[src/rtl/i2c_pack_pkg.sv]
package i2c_pack_pkg;
  typedef enum logic [1:0] {
    TAG_NOP   = 2'b00,
    TAG_STOP  = 2'b01,
    TAG_CONT  = 2'b10,
    TAG_START = 2'b11
  } tag_e;
endpackage

[src/rtl/i2c_pack_pos.sv]
module i2c_pack_pos #(
  parameter int DEPTH = 8,
  localparam int WW = $clog2(DEPTH + 1)
) (
  input  logic          clk,
  input  logic          rst_n,
  input  logic          step,
  input  logic          clear,
  output logic [WW-1:0] word_idx,
  output logic [1:0]    slot_idx,
  output logic          ovf
);
  always_ff @(posedge clk) begin
    if (!rst_n || clear) begin
      word_idx <= '0;
      slot_idx <= '0;
      ovf      <= 1'b0;
    end else if (step) begin
      if (word_idx >= WW'(DEPTH)) ovf <= 1'b1;
      if (slot_idx == 2'd2) begin
        slot_idx <= '0;
        if (word_idx < WW'(DEPTH)) word_idx <= word_idx + 1'b1;
      end else begin
        slot_idx <= slot_idx + 1'b1;
      end
    end
  end


  word_range_chk: assert property (@(posedge clk) disable iff (!rst_n)
    (word_idx <= WW'(DEPTH)) && (slot_idx != 2'd3));
endmodule

[src/rtl/i2c_pack_wbuf.sv]
module i2c_pack_wbuf #(
  parameter int DEPTH = 8,
  localparam int WW = $clog2(DEPTH + 1)
) (
  input  logic          clk,
  input  logic          rst_n,
  input  logic          wr_en,
  input  logic [WW-1:0] wr_word,
  input  logic [1:0]    wr_slot,
  input  logic [7:0]    wr_byte,
  input  logic [1:0]    wr_tag,
  input  logic [WW-1:0] rd_idx,
  output logic [31:0]   rd_data
);
  logic [31:0] mem_q [DEPTH];

  for (genvar g = 0; g < DEPTH; g++) begin : g_word
    always_ff @(posedge clk) begin
      if (!rst_n) begin
        mem_q[g] <= '0;
      end else if (wr_en && wr_word == WW'(g)) begin
        case (wr_slot)
          2'd0: mem_q[g] <= {wr_byte, 16'h0000, wr_tag, 6'b000000};
          2'd1: begin
            mem_q[g][23:16] <= wr_byte;
            mem_q[g][5:4]   <= wr_tag;
          end
          default: begin
            mem_q[g][15:8] <= wr_byte;
            mem_q[g][3:2]  <= wr_tag;
          end
        endcase
      end
    end
  end

  always_comb begin
    rd_data = '0;
    for (int i = 0; i < DEPTH; i++)
      if (rd_idx == WW'(i)) rd_data = mem_q[i];
  end
endmodule

[src/rtl/i2c_cmd_packer.sv]
module i2c_cmd_packer #(
  parameter int BUF_BYTES = 32,
  localparam int DEPTH = BUF_BYTES / 4,
  localparam int WW = $clog2(DEPTH + 1)
) (
  input  logic          clk,
  input  logic          rst_n,
  input  logic          in_valid,
  output logic          in_ready,
  input  logic          in_hdr,
  input  logic          in_rd,
  input  logic [7:0]    in_data,
  input  logic          in_end,
  output logic          out_valid,
  input  logic          out_ready,
  output logic [31:0]   out_data,
  output logic          out_last,
  output logic [WW-1:0] out_words,
  output logic          err_o
);
  import i2c_pack_pkg::*;

  typedef enum logic {ST_FILL, ST_SEND} st_e;
  st_e st_q;

  logic [WW-1:0] word_idx, total_q, rd_q;
  logic [1:0]    slot_idx;
  logic          ovf, acc, batch_done, reject_now, wr_en;
  logic [7:0]    beat_byte;
  tag_e          beat_tag;

  assign in_ready   = (st_q == ST_FILL);
  assign out_valid  = (st_q == ST_SEND);
  assign acc        = in_valid && in_ready;
  assign batch_done = acc && in_end;
  assign reject_now = ovf || (word_idx >= WW'(DEPTH));
  assign wr_en      = acc && (word_idx < WW'(DEPTH));
  assign beat_byte  = in_hdr ? {in_data[6:0], in_rd} : in_data;
  assign beat_tag   = in_hdr ? TAG_START : (in_end ? TAG_STOP : TAG_CONT);
  assign out_last   = out_valid && (rd_q == total_q - 1'b1);
  assign out_words  = total_q;

  i2c_pack_pos #(.DEPTH(DEPTH)) u_pos (
    .clk(clk), .rst_n(rst_n), .step(acc), .clear(batch_done),
    .word_idx(word_idx), .slot_idx(slot_idx), .ovf(ovf)
  );

  i2c_pack_wbuf #(.DEPTH(DEPTH)) u_buf (
    .clk(clk), .rst_n(rst_n), .wr_en(wr_en), .wr_word(word_idx),
    .wr_slot(slot_idx), .wr_byte(beat_byte), .wr_tag(beat_tag),
    .rd_idx(rd_q), .rd_data(out_data)
  );

  always_ff @(posedge clk) begin
    if (!rst_n) begin
      st_q    <= ST_FILL;
      total_q <= '0;
      rd_q    <= '0;
      err_o   <= 1'b0;
    end else begin
      err_o <= 1'b0;
      case (st_q)
        ST_FILL: if (batch_done) begin
          if (reject_now) begin
            err_o <= 1'b1;
          end else begin
            st_q    <= ST_SEND;
            total_q <= word_idx + 1'b1;
            rd_q    <= '0;
          end
        end
        default: if (out_ready) begin
          if (out_last) st_q <= ST_FILL;
          else          rd_q <= rd_q + 1'b1;
        end
      endcase
    end
  end


  hold_stable_chk: assert property (@(posedge clk) disable iff (!rst_n)
    out_valid && !out_ready |=> out_valid && $stable(out_data) && $stable(out_last));

  last_drop_chk: assert property (@(posedge clk) disable iff (!rst_n)
    out_valid && out_ready && out_last |=> !out_valid && in_ready);

  low_bits_chk: assert property (@(posedge clk) disable iff (!rst_n)
    out_valid |-> out_data[1:0] == 2'b00);

  final_tag_chk: assert property (@(posedge clk) disable iff (!rst_n)
    out_valid && out_last |-> (out_data[3:2] != 2'b10)
      && !(out_data[5:4] == 2'b10 && out_data[3:2] == 2'b00)
      && !(out_data[7:6] == 2'b10 && out_data[5:4] == 2'b00));

  reject_quiet_chk: assert property (@(posedge clk) disable iff (!rst_n)
    err_o |-> !out_valid && $past(in_valid && in_end));
endmodule

[config.mk]
export PLATFORM = sky130hd
export DESIGN_NAME = i2c_cmd_packer
export DESIGN_NICKNAME = d
export VERILOG_FILES = /design/src/rtl/i2c_pack_pkg.sv /design/src/rtl/i2c_pack_pos.sv /design/src/rtl/i2c_pack_wbuf.sv /design/src/rtl/i2c_cmd_packer.sv
export SDC_FILE = /design/constraint.sdc
export NUM_CORES = 1
export LEC_CHECK = 0
export BUFFER_PORTS_ARGS = -buffer_cell sky130_fd_sc_hd__buf_4
export CELL_PAD_IN_SITES_DETAIL_PLACEMENT = 1
export CELL_PAD_IN_SITES_GLOBAL_PLACEMENT = 2
export CORE_MARGIN = 2
export CORE_UTILIZATION = 37
export DETAILED_ROUTE_END_ITERATION = 7
export HOLD_SLACK_MARGIN = 0.02
export PLACE_DENSITY = 0.74
export SYNTH_ARGS = -nofsm -noshare
export SYNTH_HDL_FRONTEND = slang
export SYNTH_SLANG_ARGS = --single-unit
export TNS_END_PERCENT = 30
[constraint.sdc]
create_clock -name clk -period 2.7 [get_ports clk]
set_input_delay 0.54 -clock clk [delete_from_list [all_inputs] [get_ports clk]]
set_output_delay 0.54 -clock clk [all_outputs]
set_load 0.02 [all_outputs]
After elaboration in Yosys (flattened, before gate mapping). Memory sizes are Yosys's and may differ from the RTL's. Cells that the tools add are included.

Input port bits: 15. Register bits: 17. Logic and storage cells: 242. Output and inout port bits: 40. Bits in writable memories: 240. Memories kept: 1.

Memories: u_buf.mem_q (words 8, bits a word 30, rd ports 8, clocked after Yosys merged registers in 0, write ports 8, RTL line i2c_pack_wbuf.sv:15) `logic [31:0] mem_q [DEPTH];`.

Bitwise logic cells: 44. Order comparisons: 2. Reductions and logical operators: 25. Add/sub/neg operators: 4. Equal/unequal tests: 20. Mux-type cells: 139.

Operators with widths (number): 32-bit 2-to-1 mux (8); 30-bit 2-to-1 mux (8); 8-bit 2-to-1 mux (17); 1-bit 2-to-1 mux (82); 1-bit OR (40); 2-bit 2-to-1 mux (19); 4-bit by 3-bit equality test with 1-bit output (second input constant) (8); 4-bit 2-to-1 mux (5); 4-bit by 2-bit equality test with 1-bit output (second input constant) (4); 1-bit logical AND (12); 4-bit by 1-bit adder with 4-bit output (second input constant) (2); 4-bit by 1-bit equality test with 1-bit output (second input constant) (2); 4-bit zero test (2); 2-bit != test (second input constant) (3); 3-bit AND reduction (2); 4-bit equality test (1); 4-bit greater-or-equal comparator (second input constant) (1); 4-bit < comparator (second input constant) (1); 1-bit NOT (4); 4-bit AND reduction (1); 4-bit by 1-bit subtractor with 4-bit output (second input constant) (1); 3-bit OR reduction (1); 2-bit by 1-bit adder with 2-bit output (second input constant) (1); 2-bit by 1-bit equality test with 1-bit output (second input constant) (1); other kinds (7) (8).

Depth between registers and ports, before layout. Gate-level depths: netlist (run 1).

Depth after elaboration: 9. Depth in mapped cells: 9. Mapped depth without buffers: 7.

By module. Synthesis (run 1) repeated with hierarchy kept, for this count alone.

Cells, all modules: 966. Area total of the unflattened synthesis: 11939.0 µm².

Modules (own cells, without submodules): i2c_pack_wbuf (sequential area each 7206.9 µm², area each 10896.7 µm², times used 1, cells each 853); i2c_cmd_packer (sequential area each 200.2 µm², area each 714.4 µm², times used 1, cells each 79); i2c_pack_pos (sequential area each 140.1 µm², area each 327.8 µm², times used 1, cells each 34).

Worst setup path after synthesis (run 1). Ideal clock, no wire load.

Path type: in2reg. Start: input in_valid. End: memory u_buf.mem_q[0][0] in the netlist's numbering, enable pin. Library setup time: 0.347 ns. Data arrival time: 2.346 ns. Slack: 0.007 ns. Buffers on the path: 1. Stages on the path: 5. Required time: 2.353 ns. Cells stage by stage: nor2b_1 > clkbuf_1 > nand3_1 > o21ai_0 > nand2b_1.

RTL lines: start, declared (RTL line i2c_cmd_packer.sv:8) `input logic in_valid,`; end, declared (RTL line i2c_pack_wbuf.sv:15).

Final worst setup path (run 1).
Start: register rd_q[0]. End: output out_data[18].

Word-level cells in the longest chain between the ends: 9. Elaborated cells on any way between the ends: 16. Classes of those cells: eq/ne: 7; mux: 8; reduce/logical: 1.

Ends and longest elaborated chain: start, declared (RTL line i2c_cmd_packer.sv:26) `logic [WW-1:0] word_idx, total_q, rd_q;`; start signal, assigned (RTL line i2c_cmd_packer.sv:74) `else rd_q <= rd_q + 1'b1;`; 4-bit zero test (RTL line i2c_pack_wbuf.sv:40) `if (rd_idx == WW'(i)) rd_data = mem_q[i];`; 32-bit 2-to-1 mux (7 in a row) (RTL line i2c_pack_wbuf.sv:40); 32-bit 2-to-1 mux (*) (RTL line i2c_pack_wbuf.sv:40); end, declared (RTL line i2c_cmd_packer.sv:16) `output logic [31:0] out_data,`.

Every way passes the cells marked *; elsewhere a longest branch is shown, timed or not.

==> results.yml, run 1 <==
place:
  dp_cells: 1561
  placedInstanceArea_mm2: 0.0134
  dpl.hpwl_mm: 24.4
  io_buffers: 52
  gp_congestion: 0.818
yosys:
  syn-cell-area_mm2: 0.0118
  synth_fa_ha_area_share_pct: 0.953
  synthCells: 1098
  muxShareOfSynthArea_pct: 0.942
  synth-seq-cells: 257
  synthXorXnorAreaFrac_pct: 0.783
  syn_area_per_cell_um2: 10.8
  synthFlopType: "edfxtp_1"
  synth_edf_count: 240
  synth-simple-area-share_pct: 16.1
  synth-async-reset-ratio_pct: 0
  ys_types: 42
  synth_seq_area_share_pct: 63.9
  yosys_warnings: 0
  synth_compound_area_share_pct: 13.9
  synth_top_family_by_area: "simple AND/OR/NAND/NOR gates"
routing:
  detail-route-antenna-nets: 0
  top_layer: "met4"
  wl_met2_mm: 17.9
  dr_wl_met3_mm: 1.97
  finalWirelength_mm: 38.0
  wl_met1_mm: 17.4
  via_per_inst: 5.60
  drtIter0Drc: 580
  first_pass_iters: 5
  route.detailed.drc: 0
  vias: 9031
  wl_per_cell_um: 23.6
clock_tree:
  cts_htree_levels: 1
  clock_latency_ns: 0.55
  clk_path_buf_depth: 3
  cts_buffers: 28
  clkTransAtPathRegs_ns: 0.06
  root_buffer: "clkbuf_16"
  cts_tree: "built"
  cts.sink_count: 257
setup_path:
  crit_fanout: 6
  cp_data_arrival_time_ns: 2.74
  worst-setup-path-type: "flop to output port"
  worst_setup_path_end_kind: "output port"
  worst_setup_path_start_kind: "flop"
  worstPathRequired_ns: 2.16
grt:
  grt_pass1_vias: 9112
  grt_usage_pct: 22.6
  antenna_found_initial: 0
  grt_remaining_overflow: 0
  grt_pass1_wl_mm: 56.8
  grt_start_max_net_pins: 41
finish:
  post-route-util_pct: 47.8
  diodes: 0
  num-fill-cells: 3303
  drive_gt1_share_pct: 25.3
  syn_to_final_growth_pct: 27.2
  final_cells: 1613
  layout_common_cells: "nor2_1, edfxtp_1, buf_4"
  final_common_cell: "nor2_1"
  nNetsFinal: 1215
  design_area_mm2: 0.0150
power_and_ir_drop:
  p_per_area_mw_per_mm2: 616
  pwr-share-clk_pct: 40.1
  power.share.combinational_pct: 10.6
  intPower_uw: 7000
  irDropWorstVdd_uv: 542
  seq_power_share_pct: 49.3
  power_uw: 9250
  total_leakage_power_uw: 0.00542
  switching_share_pct: 24.3
  power_switching_uw: 2250
floorplanning:
  dieArea_mm2: 0.0334
  ios: 55
  start_util_pct: 37.6
  die_w_um: 183
  core_mm2: 0.0315
  die_y_um: 183
  row_count: 65
run:
  cap_violations: 0
sta:
  clock.fmax_mhz: 305
  period_minus_slack_ns: 3.28
  hold_viol: 0
  tightest_slew_ns: 0.665
  slew_headroom_pct: 55.5
  rsz0062_at_grt: "yes"
  skew_ns: 0.00615
  fin_crit_sh_pct: 121
  setup_ws_ns: -0.575
  finalSetupViolCount: 30
  slew_violations: 0
run_status:
  violations: "setup timing"
  status: "finished with violations"
hold_path:
  hold_class: "input port to flop"
-- worst max-delay path: stages (launching register included) --
cell,delay (ns)
dfxtp_4,0.36
buf_6,0.12
ha_4,0.15
or3_4,0.40
buf_12,0.18
o32ai_2,0.32
buf_4,0.18
a21oi_1,0.08
a21oi_1,0.13
buf_4,0.14
buf_4,0.13
-- worst paths after layout --
check                                       start            endpoint  slack [ns]  cells after the start
worst max-delay path                      rd_q[0]        out_data[18]       -0.58                     10
worst min-delay path                    out_ready           out_valid        0.33                      3
worst max register to register  u_pos.word_idx[2]  u_buf.mem_q[0][43]        0.27                      4
worst min register to register          u_pos.ovf           u_pos.ovf        0.46                      2
-- cell type report --
| cell class | instances | area, um2 | area share (%) |
|---|---|---|---|
| Multi-Input combinational cell | 737 | 4580 | 30.5 |
| Timing Repair Buffer | 159 | 1500 | 9.95 |
| Sequential cell | 257 | 7550 | 50.2 |
| Clock inverter | 18 | 136 | 0.907 |
| Clock buffer | 32 | 737 | 4.90 |
| Tap cell | 402 | 503 | 3.35 |
| Inverter | 8 | 30.0 | 0.200 |
-- flip-flops by register name, indices dropped and copies added, names as in the netlist --
register,count
err_o,1
out_valid,1
out_words,4
rd_q,4
u_buf.mem_q,240
u_pos.ovf,1
u_pos.slot_idx,2
u_pos.word_idx,4
-- power by group through the flow --
stage / clock network [uW] / logic (uW) / registers (uW)
after floorplan: 0 / 434 / 4620
after global placement: 0 / 889 / 4630
after detailed placement: 0 / 896 / 4630
after CTS: 3770 / 953 / 4560
after global routing: 3910 / 1030 / 4580
final: 3710 / 980 / 4560
-- Yosys cell counts, drive strengths merged, types with 2 or more instances --
master / n / area (um2)
nor2: 256 / 961
edfxtp: 240 / 7210
a21oi: 123 / 616
clkbuf: 91 / 342
nand2: 68 / 255
nor2b: 66 / 413
o21ai: 50 / 250
a221oi: 30 / 263
o22ai: 30 / 188
o32ai: 30 / 263
dfxtp: 17 / 340
nand3: 14 / 75.1
and3: 10 / 62.6
mux2i: 10 / 100
ha: 9 / 113
inv: 8 / 30.0
nand2b: 8 / 50.1
buf: 6 / 33.8
xnor2: 5 / 43.8
and2: 3 / 18.8
or2: 3 / 18.8
xor2: 3 / 26.3
a21boi: 2 / 15.0
nor3: 2 / 10.0
or3: 2 / 12.5
-- kinds of logic after synthesis --
| family | Yosys count |
|---|---|
| buffers and inverters | 105 |
| DFF | 257 |
| other | 1 |
| muxes | 11 |
| adders and majority gates | 9 |
| AOI/OAI and AO/OA | 270 |
| and+or+nand+nor | 436 |
| xor gates and xnor gates | 9 |
-- stage by stage --
step                setup TNS (ns)  setup WS [ns]  hold slack, ns
floorplan                        0        0.00702           0.429
global placement            -0.422        -0.0929           0.442
detailed placement          -0.683         -0.154           0.455
CTS                         -14.33         -0.526           0.314
global route                -16.39         -0.667           0.338
finish                      -13.83         -0.575           0.330
-- layer usage --
| layer | vias to the layer above | global-route usage (%) |
|---|---|---|
| met3 | 51 | 2.86 |
| li1 | 4122 | - |
| met4 | 0 | 5.97 |
| met5 | - | 0 |
| met1 | 4623 | 32.2 |
| met2 | 235 | 36.6 |
-- repair_timing --
item	CTS	global route
hold buffers	0	0
setup endpoints to repair	30	31
pin swaps	11	3
resized for setup	88	34
cloned	1	2
setup buffers	0	1
Power figures use the tool's default switching activity.
==> run 2: changes to the inputs <==
RECOVER_POWER = 100   (was not set)
==> run 2 against run 1 <==
  * The flow still finishes with violations (setup timing)
  * Sequential cell count is the same
  * Global-route usage is the same
  * Clock-buffer cell count is the same
  * Setup slack lost 0.00066 ns
  * Worst hold slack lost 0.0023 ns
  * Critical path type unchanged
  * Largest power group unchanged
  * Highest routed layer unchanged
==> results.yml, run 2 (same netlist as run 1, synthesis figures left out) <==
run_status:
  status: "finished with violations"
  violations: "setup timing"
grt:
  grt_remaining_overflow: 0
  grt_pass1_wl_mm: 56.8
  grt_usage_pct: 22.6
  grt_start_max_net_pins: 41
  grt_pass1_vias: 9112
  antenna_found_initial: 0
setup_path:
  r2r_cells: 5
  worst_setup_path_end_kind: "output port"
  critPathMostFrequentCell: "buf_4"
  worstPathRequired_ns: 2.16
  worst_setup_path_start_kind: "flop"
  worst-setup-path-type: "flop to output port"
  cp_data_arrival_time_ns: 2.74
  max_stage_delay_ns: 0.39
  cp_cell_sequence: "buf_6 -> ha_4 -> or3_4 -> buf_12 -> o32ai_2 -> buf_4 -> a21oi_1 -> a21oi_1 -> buf_4 -> buf_4"
  crit_fanout: 6
  crit_slowest_cell: "or3_4"
sta:
  hold_viol: 0
  slew_violations: 0
  slew_headroom_pct: 44.7
  finalSetupViolCount: 40
  setup_ws_ns: -0.576
  rsz0062_at_grt: "yes"
  skew_ns: 0.00648
  clock.fmax_mhz: 305
  period_minus_slack_ns: 3.28
  holdWs_ns: 0.328
  tightest_slew_ns: 0.830
  fin_crit_sh_pct: 121
routing:
  wl_per_cell_um: 23.6
  finalWirelength_mm: 38.0
  route.detailed.drc: 0
  vias: 9073
  via_per_inst: 5.62
  detail-route-antenna-nets: 0
  drtIter0Drc: 596
  first_pass_iters: 5
finish:
  layout_common_cells: "nor2_1, edfxtp_1, buf_4"
  largest_register: "u_buf.mem_q"
  post-route-util_pct: 47.4
  nNetsFinal: 1215
  diodes: 0
  design_area_mm2: 0.0149
  drive_gt1_share_pct: 23.5
  largest_register_ffs: 240
  syn_to_final_growth_pct: 26.1
  final_common_cell: "nor2_1"
place:
  placedInstanceArea_mm2: 0.0134
  gp_congestion: 0.818
  io_buffers: 52
  dpl.hpwl_mm: 24.4
clock_tree:
  clkTransAtPathRegs_ns: 0.06
  clk_path_buf_depth: 3
  clock_latency_ns: 0.55
  cts_buffers: 28
  cts.sink_count: 257
  cts_tree: "built"
  cts_htree_levels: 1
  holdBufCountCts: 0
  root_buffer: "clkbuf_16"
power_and_ir_drop:
  irDropWorstVdd_uv: 542
  power_uw: 9230
  total_leakage_power_uw: 0.00533
  p_per_area_mw_per_mm2: 619
floorplanning:
  row_count: 65
  die_w_um: 183
  start_util_pct: 37.6
  die_y_um: 183
  core_mm2: 0.0315
  dieArea_mm2: 0.0334
  ios: 55
hold_path:
  hold_class: "input port to flop"
  hold_depth: 3
run:
  cap_violations: 0
==> run 2: cell types whose count changed in the layout (fill, tap and decap cells not counted), moves of 2 or more <==
cell,before,now
buf_4,127,94
o21ai_0,40,42
clkbuf_2,0,12
o21ai_1,10,8
clkbuf_1,3,23
==> run 2: path summary, 6_finish.rpt <==
check                           startpoint            endpoint  slack [ns]
worst max-delay path               rd_q[0]        out_data[18]       -0.58
worst min-delay path             out_ready           out_valid        0.33
worst max register to register   out_valid  u_buf.mem_q[0][30]       -0.04
worst min register to register   u_pos.ovf           u_pos.ovf        0.46
==> run 2: layout make-up <==
type	count	area, um2
fill	3312	16600
sequential	257	7550
multi-input combinational	737	4570
timing repair buffer	159	1390
clock buffer	32	737
tap	402	503
clock inverter	18	136
inverter	8	30.0
==> run 2: worst max-delay path: cells and delay by family (launching register included) <==
family                     cells  cell delay [ns]
adders and majority gates      1             0.15
and+or+nand+nor                1             0.39
AOI/OAI and AO/OA              3             0.53
DFF                            1             0.36
buffers and inverters          5             0.75
==> run 2: per-stage QoR <==
step / std cells / setup slack [ns] / TNS [ns]
after floorplan: 1099 / 0.00702 / 0
after global placement: 1561 / -0.0929 / -0.422
after detailed placement: 1561 / -0.154 / -0.683
after CTS: 1610 / -0.526 / -14.33
after global routing: 1613 / -0.667 / -24.24
final: 1613 / -0.576 / -14.18
==> run 2: per-layer routing <==
layer  GRT usage (%)  vias to the layer above  part of all wire, %
li1                -                     4127                    -
met1            32.2                     4652                   45
met2            36.6                      245                   47
met3            2.86                       49                  5.8
met4            5.97                        0                  2.1
met5               0                        -                    0
==> run 2: power by group <==
part	leakage (uW)	total (uW)	internal [uW]	switching, uW
logic	0.00228	962	360	602
clock network	0.000428	3710	2130	1580
registers	0.00263	4560	4500	63.4
total	0.00533	9230	6990	2250
==> run 2: timing repair <==
action | in CTS | in global routing
cloned | 1 | 2
pin swaps | 11 | 3
buffers inserted | 0 | 1
gates resized for setup | 88 | 34
setup endpoints to repair | 30 | 31
